==> src/rtl/clk_stop_pkg.sv <==
`timescale 1ns/1ps
package clk_stop_pkg;
  typedef enum logic [1:0] {
    ST_RUN,
    ST_DRAIN,
    ST_HALT,
    ST_WAKE
  } seq_state_e;
endpackage

==> src/rtl/clk_stop_sync.sv <==
`timescale 1ns/1ps
module clk_stop_sync #(
  parameter int W = 2
) (
  input  logic         clk_i,
  input  logic         rst_ni,
  input  logic [W-1:0] async_i,
  output logic [W-1:0] sync_o
);
  logic [W-1:0] stage1_q, stage2_q;

  // Reset to released (high) so no request is seen out of reset
  always_ff @(posedge clk_i or negedge rst_ni) begin
    if (!rst_ni) begin
      stage1_q <= '1;
      stage2_q <= '1;
    end else begin
      stage1_q <= async_i;
      stage2_q <= stage1_q;
    end
  end

  assign sync_o = stage2_q;
endmodule

==> src/rtl/clk_stop_seq.sv <==
`timescale 1ns/1ps
module clk_stop_seq
  import clk_stop_pkg::*;
#(
  parameter int STOP_LAT  = 23,
  parameter int START_LAT = 23
) (
  input  logic clk_i,
  input  logic rst_ni,
  input  logic tick_i,   // last reference cycle of a CPU period
  input  logic req_i,    // active-high stop request
  output logic en_o
);
  localparam int MAX_LAT = (STOP_LAT > START_LAT) ? STOP_LAT : START_LAT;
  localparam int CW      = $clog2(MAX_LAT + 1);

  seq_state_e    state_q;
  logic [CW-1:0] left_q;
  logic          en_q;

  always_ff @(posedge clk_i or negedge rst_ni) begin
    if (!rst_ni) begin
      state_q <= ST_RUN;
      left_q  <= '0;
      en_q    <= 1'b1;
    end else begin
      unique case (state_q)
        ST_RUN: if (req_i) begin
          state_q <= ST_DRAIN;
          left_q  <= CW'(STOP_LAT);
        end
        ST_DRAIN: begin
          if (!req_i) state_q <= ST_RUN;
          else if (tick_i) begin
            if (left_q == CW'(1)) begin
              state_q <= ST_HALT;
              en_q    <= 1'b0;
            end else left_q <= left_q - CW'(1);
          end
        end
        ST_HALT: if (!req_i) begin
          state_q <= ST_WAKE;
          left_q  <= CW'(START_LAT);
        end
        ST_WAKE: begin
          if (req_i) state_q <= ST_HALT;
          else if (tick_i) begin
            if (left_q == CW'(1)) begin
              state_q <= ST_RUN;
              en_q    <= 1'b1;
            end else left_q <= left_q - CW'(1);
          end
        end
        default: state_q <= ST_RUN;
      endcase
    end
  end

  assign en_o = en_q;
endmodule

==> src/rtl/clk_stop_gate.sv <==
`timescale 1ns/1ps
module clk_stop_gate #(
  parameter int LOG2 = 1
) (
  input  logic            clk_i,
  input  logic            rst_ni,
  input  logic [LOG2-1:0] phase_i,
  input  logic            en_i,
  output logic            clk_o
);
  logic [LOG2-1:0] phase_nxt;
  logic            boundary, high_nxt, gate_now, hold_q, out_q;

  assign phase_nxt = phase_i + LOG2'(1);
  assign boundary  = &phase_i;
  assign high_nxt  = ~phase_nxt[LOG2-1];
  // Enable is sampled only at the period boundary: whole periods or none
  assign gate_now  = boundary ? en_i : hold_q;

  always_ff @(posedge clk_i or negedge rst_ni) begin
    if (!rst_ni) begin
      hold_q <= 1'b0;
      out_q  <= 1'b0;
    end else begin
      hold_q <= gate_now;
      out_q  <= gate_now & high_nxt;
    end
  end

  assign clk_o = out_q;
endmodule

==> src/rtl/clk_stop_ctrl.sv <==
`timescale 1ns/1ps
module clk_stop_ctrl #(
  parameter int N_CPU        = 4,
  parameter int N_SDRAM      = 12,
  parameter int N_PCI        = 7,
  parameter int N_FIX        = 2,
  parameter int CPU_LOG2     = 1,
  parameter int PCI_LOG2     = 2,
  parameter int FIX_LOG2     = 3,
  parameter int HALT_LAT     = 23,
  parameter int PD_STOP_LAT  = 24,
  parameter int PD_START_LAT = 48
) (
  input  logic               clk_i,
  input  logic               rst_ni,
  input  logic               strap_pins_i,
  input  logic               cpu_halt_ni,
  input  logic               pwr_dn_ni,
  output logic [N_CPU-1:0]   cpu_clk_o,
  output logic [N_SDRAM-1:0] sdram_clk_o,
  output logic [N_PCI-1:0]   pci_clk_o,
  output logic [N_FIX-1:0]   fix_clk_o,
  output logic               cpu_halted_o
);
  localparam int CNT_W = FIX_LOG2;

  logic [CNT_W-1:0] phase_q;
  logic [1:0]       pins_s;
  logic             tick, halt_req, pd_req, cpu_en, pd_en, cpu_gate_en;
  logic             cpu_g, sdram_g, pci_g, fix_g;

  always_ff @(posedge clk_i or negedge rst_ni) begin
    if (!rst_ni) phase_q <= '0;
    else         phase_q <= phase_q + CNT_W'(1);
  end

  assign tick = &phase_q[CPU_LOG2-1:0];

  clk_stop_sync #(.W(2)) u_sync (
    .clk_i  (clk_i),
    .rst_ni (rst_ni),
    .async_i({pwr_dn_ni, cpu_halt_ni}),
    .sync_o (pins_s)
  );

  assign halt_req = strap_pins_i & ~pins_s[0];
  assign pd_req   = strap_pins_i & ~pins_s[1];

  clk_stop_seq #(.STOP_LAT(HALT_LAT), .START_LAT(HALT_LAT)) u_seq_cpu (
    .clk_i (clk_i), .rst_ni(rst_ni), .tick_i(tick), .req_i(halt_req), .en_o(cpu_en)
  );

  clk_stop_seq #(.STOP_LAT(PD_STOP_LAT), .START_LAT(PD_START_LAT)) u_seq_pd (
    .clk_i (clk_i), .rst_ni(rst_ni), .tick_i(tick), .req_i(pd_req), .en_o(pd_en)
  );

  // Power-down dominates: CPU clocks need both enables
  assign cpu_gate_en = cpu_en & pd_en;

  clk_stop_gate #(.LOG2(CPU_LOG2)) u_gate_cpu (
    .clk_i(clk_i), .rst_ni(rst_ni), .phase_i(phase_q[CPU_LOG2-1:0]),
    .en_i(cpu_gate_en), .clk_o(cpu_g)
  );
  clk_stop_gate #(.LOG2(CPU_LOG2)) u_gate_sdram (
    .clk_i(clk_i), .rst_ni(rst_ni), .phase_i(phase_q[CPU_LOG2-1:0]),
    .en_i(pd_en), .clk_o(sdram_g)
  );
  clk_stop_gate #(.LOG2(PCI_LOG2)) u_gate_pci (
    .clk_i(clk_i), .rst_ni(rst_ni), .phase_i(phase_q[PCI_LOG2-1:0]),
    .en_i(pd_en), .clk_o(pci_g)
  );
  clk_stop_gate #(.LOG2(FIX_LOG2)) u_gate_fix (
    .clk_i(clk_i), .rst_ni(rst_ni), .phase_i(phase_q[FIX_LOG2-1:0]),
    .en_i(pd_en), .clk_o(fix_g)
  );

  assign cpu_clk_o    = {N_CPU{cpu_g}};
  assign sdram_clk_o  = {N_SDRAM{sdram_g}};
  assign pci_clk_o    = {N_PCI{pci_g}};
  assign fix_clk_o    = {N_FIX{fix_g}};
  assign cpu_halted_o = ~cpu_gate_en;
endmodule

==> config.mk <==
export PLATFORM = sky130hd
export DESIGN_NAME = clk_stop_ctrl
export DESIGN_NICKNAME = d
export VERILOG_FILES = /design/src/rtl/clk_stop_pkg.sv /design/src/rtl/clk_stop_sync.sv /design/src/rtl/clk_stop_seq.sv /design/src/rtl/clk_stop_gate.sv /design/src/rtl/clk_stop_ctrl.sv
export SDC_FILE = /design/constraint.sdc
export NUM_CORES = 1
export LEC_CHECK = 0
export CAP_MARGIN = 30
export CORE_ASPECT_RATIO = 0.8
export CORE_MARGIN = 2
export CORE_UTILIZATION = 55
export CTS_CLUSTER_DIAMETER = 100
export CTS_CLUSTER_SIZE = 24
export DETAILED_ROUTE_END_ITERATION = 8
export DONT_BUFFER_PORTS = 1
export PLACE_DENSITY_LB_ADDON = 0.05
export SYNTH_ARGS = -nofsm -noshare
export SYNTH_HDL_FRONTEND = slang
export SYNTH_SLANG_ARGS = --single-unit
==> constraint.sdc <==
create_clock -name clk_i -period 2.8 [get_ports clk_i]
set_clock_uncertainty 0.1 [all_clocks]
set_input_delay 0.28 -clock clk_i [delete_from_list [all_inputs] [get_ports clk_i]]
set_output_delay 0.28 -clock clk_i [all_outputs]
set_load 0.01 [all_outputs]
# [Word-level counts from Yosys, hierarchy flattened]
# Cells that the tools add are included.
[op_classes] bitwise_logic=13 addsub=5 n_reduce_logical=12 eq_ne=32 n_mux=50
[op_table] operator="$mux W6" n=6
[op_table] operator="$mux W2" n=16
[op_table] operator="$mux W5" n=6
[op_table] operator="$pmux W6 S4" n=1
[op_table] operator="$pmux W5 S4" n=1
[op_table] operator="$mux W1" n=16
[op_table] operator="$ne A2 B1 Y1 const B" n=8
[op_table] operator="$ne A2 B2 Y1 const B" n=8
[op_table] operator="$pmux W2 S4" n=2
[op_table] operator="$reduce_and A7 Y1" n=2
[op_table] operator="$ne A3 B3 Y1 const B" n=4
[op_table] operator="$reduce_and A6 Y1" n=2
[op_table] operator="$eq A2 B2 Y1 const B" n=4
[op_table] operator="$reduce_and A4 Y1" n=2
[op_table] operator="$and A1 B1 Y1" n=7
[op_table] operator="$eq A6 B1 Y1 const B" n=1
[op_table] operator="$ne A3 B1 Y1 const B" n=2
[op_table] operator="$ne A3 B2 Y1 const B" n=2
[op_table] operator="$not A1 Y1" n=6
[op_table] operator="$sub A6 B1 Y6 const B" n=1
[op_table] operator="$eq A5 B1 Y1 const B" n=1
[op_table] operator="$sub A5 B1 Y5 const B" n=1
[op_table] operator="$eq A2 B1 Y1 const B" n=2
[op_table] operator="$logic_not A2 Y1" n=2
[op_table] operator="other kinds (7)" n=9
[word_totals] output_inout_bits=26 regBits=32 word_cells=129

# [Logic depth before layout (Yosys ltp)]
[logic_depth] depth_word=5 depth_mapped=7 ltp_nobuf=6

# [By module]
# Synthesis repeated with hierarchy kept, for this count alone.
[hier_totals] cells_unflattened=153 hier_area_um2=1669.1
[by_module_without_submodules] module="clk_stop_seq (u_seq_pd)" cells_per_inst=59 instances=1 area_per_inst_um2=573.0
[by_module_without_submodules] module="clk_stop_seq (u_seq_cpu)" cells_per_inst=40 instances=1 area_per_inst_um2=426.7
[by_module_without_submodules] module="clk_stop_ctrl" cells_per_inst=35 instances=1 area_per_inst_um2=310.3
[by_module_without_submodules] module="clk_stop_sync" cells_per_inst=4 instances=1 area_per_inst_um2=105.1
[by_module_without_submodules] module="clk_stop_gate (u_gate_fix)" cells_per_inst=6 instances=1 area_per_inst_um2=97.6
[by_module_without_submodules] module="clk_stop_gate (u_gate_pci)" cells_per_inst=5 instances=1 area_per_inst_um2=91.3
[by_module_without_submodules] module="clk_stop_gate (u_gate_cpu ...)" cells_per_inst=2 instances=2 area_per_inst_um2=32.5

# [Least setup slack after synthesis]
# Ideal clock, no wire load.
[synth_path] path_type="reg2reg" startpoint="register u_seq_cpu.left_q[1]" endpoint="register u_seq_cpu.left_q[3]" n_path_buf=1 stages_incl_launch_ff=8 arrival_time_ns=1.585 required_time_ns=2.574 path_slack_ns=0.989 path_cell_list="dfrtp_1 -> inv_1 -> ha_1 -> or4b_1 -> buf_2 -> nand3_2 -> nor4b_1 -> a311o_1"
[synth_via] elab_chain_len=5 elab_cells_between_ends=7 classes_between="add/sub: 1; eq/ne: 1; mux: 5"
[synth_rtl] item="start: declaration" line="clk_stop_seq.sv:18" rtl="logic [CW-1:0] left_q;"
[synth_rtl] item="start signal: assignment" line="clk_stop_seq.sv:30" rtl="left_q <= CW'(STOP_LAT);"
[synth_rtl] item="start signal: assignment" line="clk_stop_seq.sv:38" rtl="end else left_q <= left_q - CW'(1);"
[synth_rtl] item="start signal: assignment" line="clk_stop_seq.sv:43" rtl="left_q <= CW'(START_LAT);"
[synth_rtl] item="$sub A5 B1 Y5 / $eq A5 B1 Y1 (equally long branches)"
[synth_rtl] item="$mux W5 (*)" line="clk_stop_seq.sv:35, clk_stop_seq.sv:48"
[synth_rtl] item="$mux W5 (*)" line="clk_stop_seq.sv:47" rtl="else if (tick_i) begin"
[synth_rtl] item="$mux W5, on equally long branches" line="clk_stop_seq.sv:46, clk_stop_seq.sv:33"
[synth_rtl] item="$pmux W5 S4 (*)" line="clk_stop_seq.sv:27" rtl="unique case (state_q)"
# Every way passes the cells marked *; elsewhere a longest branch is shown, timed or not. The select of a mux whose other input is x is not followed.
# A chain may end at the register's enable or synchronous reset.

# [Worst setup path in the final report]
[layout_path] startpoint="register u_sync.stage2_q[1], in the netlist u_sync.sync_o[1]" endpoint="register u_seq_pd.left_q[2]"
[layout_via] elab_chain_len=4 elab_cells_between_ends=7 classes_between="eq/ne: 4; bitwise: 2; reduce/logical: 1"
[layout_rtl] item="start: declaration" line="clk_stop_sync.sv:10" rtl="logic [W-1:0] stage1_q, stage2_q;"
[layout_rtl] item="start signal: assignment" line="clk_stop_sync.sv:19" rtl="stage2_q <= stage1_q;"
[layout_rtl] item="$not A1 Y1 (*)" line="clk_stop_ctrl.sv:47" rtl="assign pd_req = strap_pins_i & ~pins_s[1];"
[layout_rtl] item="$and A1 B1 Y1 (*)" line="clk_stop_ctrl.sv:47"
[layout_rtl] item="$ne A2 B2 Y1 (no source line) / $ne A2 B1 Y1 (equally long branches)"
[layout_rtl] item="$reduce_and A4 Y1 (no source line) (*)"
[layout_rtl] item="end signal: assignment" line="clk_stop_seq.sv:38"
[layout_rtl] item="end signal: assignment" line="clk_stop_seq.sv:43"
[layout_rtl] item="end signal: assignment" line="clk_stop_seq.sv:51" rtl="end else left_q <= left_q - CW'(1);"
[layout_rtl] item="end: declaration" line="clk_stop_seq.sv:18"
# Every way passes the cells marked *; elsewhere a longest branch is shown, timed or not.

==> flow_metrics.env <==
export IMPL_run_status="finished clean"
export IMPL_clk_pin_slew_worst_paths_ns=0.06
export IMPL_startpoint_type="register"
export IMPL_fin_crit_sh=0.7254
export IMPL_cp_cell_sequence="nor2b_1 > xnor2_1 > nor4_1 > a211o_1"
export IMPL_drt_wl_total_um=2654
export IMPL_pin_count=31
export IMPL_syn_avg_cell_area_um2=10.54
export IMPL_nets=149
export IMPL_wire_per_inst_um=14.99
export IMPL_groute_usage_overall=0.1762
export IMPL_htreeDepth=2
export IMPL_clockRootBuffer="clkbuf_8"
export IMPL_p_sw_frac=0.2751
export IMPL_setup_viol=0
export IMPL_grt_pass1_vias=980
export IMPL_setup_tns_ns=0
export IMPL_leakage_uw=0.0007695
export IMPL_netlist_cell_type_count=47
export IMPL_ant_nets=0
export IMPL_regArea_um2=758.2
export IMPL_grt_setup_unrepaired="no"
export IMPL_synth_enable_flop_cells=0
export IMPL_endpoint_kind="register"
export IMPL_fmax_mhz=492.3
export IMPL_ys_seq_area_frac=0.4584
export IMPL_dp_hpwl_um=1845
export IMPL_sequentialPowerShare=0.435
export IMPL_p_comb_frac=0.178
export IMPL_synthArstFlopShare=1.000
export IMPL_cp_num_buf_inv=0
export IMPL_slowest_stage="xnor2_1"
export IMPL_yosysTopAreaCell="dfrtp_1"
export IMPL_area_delta_synth_final_pct=2.194
export IMPL_critPathMaxFanout=11
export IMPL_syn_nets=168
export IMPL_drc=0
export IMPL_max_cap_violations=0
export IMPL_first_pass_iters=4
export IMPL_max_stage_delay_ns=0.75
export IMPL_critPathKind="reg -> reg"
export IMPL_yosysWarnings=0
export IMPL_core_mm2=0.002808
export IMPL_drv_slew=0
export IMPL_antenna_cells=0
export IMPL_cp_data_required_time_ns=2.85
export IMPL_finalHoldViolations=0
export IMPL_numCtsBuffers=5
export IMPL_nFillCells=253
export IMPL_period_needed_ns=2.031
export IMPL_row_count=17
export IMPL_drt_initial_drc_count=58
export IMPL_cts_buffer_depth=2
export IMPL_insertion_delay_ns=0.28
export IMPL_die_y_um=53.05
export IMPL_synth_ff_type="dfrtp_1"
export IMPL_power_per_cell_area_mw_per_mm2=827.6
export IMPL_grt_max_degree=31
export IMPL_post_route_util=0.6021
export IMPL_drive_gt1_frac=0.1655
export IMPL_clock_sinks=30
export IMPL_yosysTopAreaCellShare=0.3631
export IMPL_grt_ovfl_total=0
export IMPL_dieArea_mm2=0.003465
export IMPL_p_sw_uw=384.9
export IMPL_arrival_ns=2.09
export IMPL_holdWs_ns=0.2403
export IMPL_path_delay_family="XOR/XNOR gates"
export IMPL_netlist_instances=157
export IMPL_ys_top_cells_by_area="dfrtp_1 (36%), buf_4 (11%), dfstp_2 (9.5%)"
export IMPL_gp_congestion=0.8746
export IMPL_grt_pass1_wl_um=4443
export IMPL_ys_seq_elements=30
export IMPL_post_cts_resized=0
export IMPL_max_vdd_ir_drop_uv=368.4
export IMPL_antenna_found_initial=0
export IMPL_internal_power_uw=1014
export IMPL_vias=1046
export IMPL_io_buffers=0
export IMPL_multi_input_area_um2=650.6
export IMPL_cts_tree="done"
export IMPL_min_delay_path_class="in -> reg"
export IMPL_p_clk_frac=0.388
export IMPL_syn_cell_area_mm2=0.001654
export IMPL_via_per_inst=5.910
export IMPL_start_util=0.5891
export IMPL_hold_buffers=4
export IMPL_worstMarginPinSlew_ns=0.9171
export IMPL_die_x_um=65.32
export IMPL_slew_headroom=0.3842
export IMPL_cts_setup_buffers=0
[cell usage after synthesis (4+ instances only)]
library cell and instances:
inv_1 6, a21oi_1 7, buf_2 4, dfrtp_1 24, ha_1 6, nor3_1 4, nor2_1 6, buf_4 25
dfstp_2 6, nand2_1 8
[layer usage]
metal	GRT usage	share of wire	up-vias	wire, µm
li1	-	-	502	-
met1	0.2432	0.52	514	1379
met2	0.2585	0.42	25	1102
met3	0.05106	0.048	5	128
met4	0.07639	0.017	0	44
met5	0	0	-	0
[power groups by stage]
| stage | combinational (µW) | clock [µW] | sequential, µW |
|---|---|---|---|
| floorplan | 225 | 0 | 569 |
| global placement | 226 | 0 | 610 |
| detailed placement | 235 | 0 | 612 |
| CTS | 250 | 549 | 605 |
| global route | 284 | 563 | 621 |
| finish | 248 | 542 | 608 |
[state kept, by name, indices dropped and copies added, names as in the netlist, named ones only]
register,flops
u_gate_sdram.clk_o,1
u_seq_cpu.state_q,1
u_seq_pd.left_q,6
u_sync.sync_o,2
u_seq_pd.en_o,1
u_gate_pci.clk_o,1
u_seq_cpu.en_o,1
u_sync.stage1_q,2
phase_q,3
u_gate_fix.clk_o,1
u_gate_cpu.clk_o,1
u_gate_pci.hold_q,1
u_seq_pd.state_q,1
u_seq_cpu.left_q,5
u_gate_fix.hold_q,1
[area by class of cell]
class | count | area share
clock buffers | 6 | 0.04885
repair buffers | 6 | 0.03849
well taps | 38 | 0.02813
clock inverters | 2 | 0.03553
multi-input cells | 88 | 0.3849
flip-flops and latches | 30 | 0.4486
inverters | 7 | 0.01554
[path summary, 6_finish.rpt]
kind	to	cells after the start	slack, ns	start
worst max-delay path	u_seq_pd.left_q[2]	4	0.77	u_sync.sync_o[1]
worst min-delay path	register	2	0.24	strap_pins_i
worst max register to register	u_seq_pd.left_q[2]	4	0.77	u_sync.sync_o[1]
worst min register to register	u_sync.sync_o[1]	0	0.26	u_sync.stage1_q[1]
max in group asynchronous	u_sync.stage1_q[1]	2	2.00	rst_ni
min in group asynchronous	u_seq_pd.left_q[1]	2	0.35	rst_ni
[cell usage in the layout, fill, tap and decap left out, types with 3 or more instances in the layout]
cell and instances:
clkbuf_8 6, nor3_1 4, xnor2_1 3, a21oi_1 7
inv_1 6, a31oi_1 3, nand2_1 8, nand2b_1 3
nor2b_1 3, dlygate4sd3_1 3, dfrtp_1 24, ha_1 6
a41o_1 3, and3_1 3, nor2_1 6, nand3_1 3
dfstp_2 6
[cell families (layout without fill, tap and decap cells)]
family	Yosys count	count (layout)	synth area share
AND/OR/NAND/NOR	43	43	0.1536
adder cells (fa/ha/maj)	6	6	0.04538
XOR/XNOR	3	3	0.01589
multiplexers	6	6	0.03933
buffers and inverters	39	21	0.1483
AO/OA/AOI/OAI	30	30	0.1392
flip-flops	30	30	0.4584
[through the flow]
step                      cell area, µm²  power [µW]  std cells  worst slack, ns
after global placement              1498       835.7        165           0.8396
after floorplan                     1654       793.2        157           0.9888
final                               1690        1399        177           0.7689
after detailed placement            1498       847.0        165           0.8075
after CTS                           1690        1404        177           0.7851
after global routing                1690        1469        177           0.6413
Note: power is estimated with default switching activity, not from simulation.
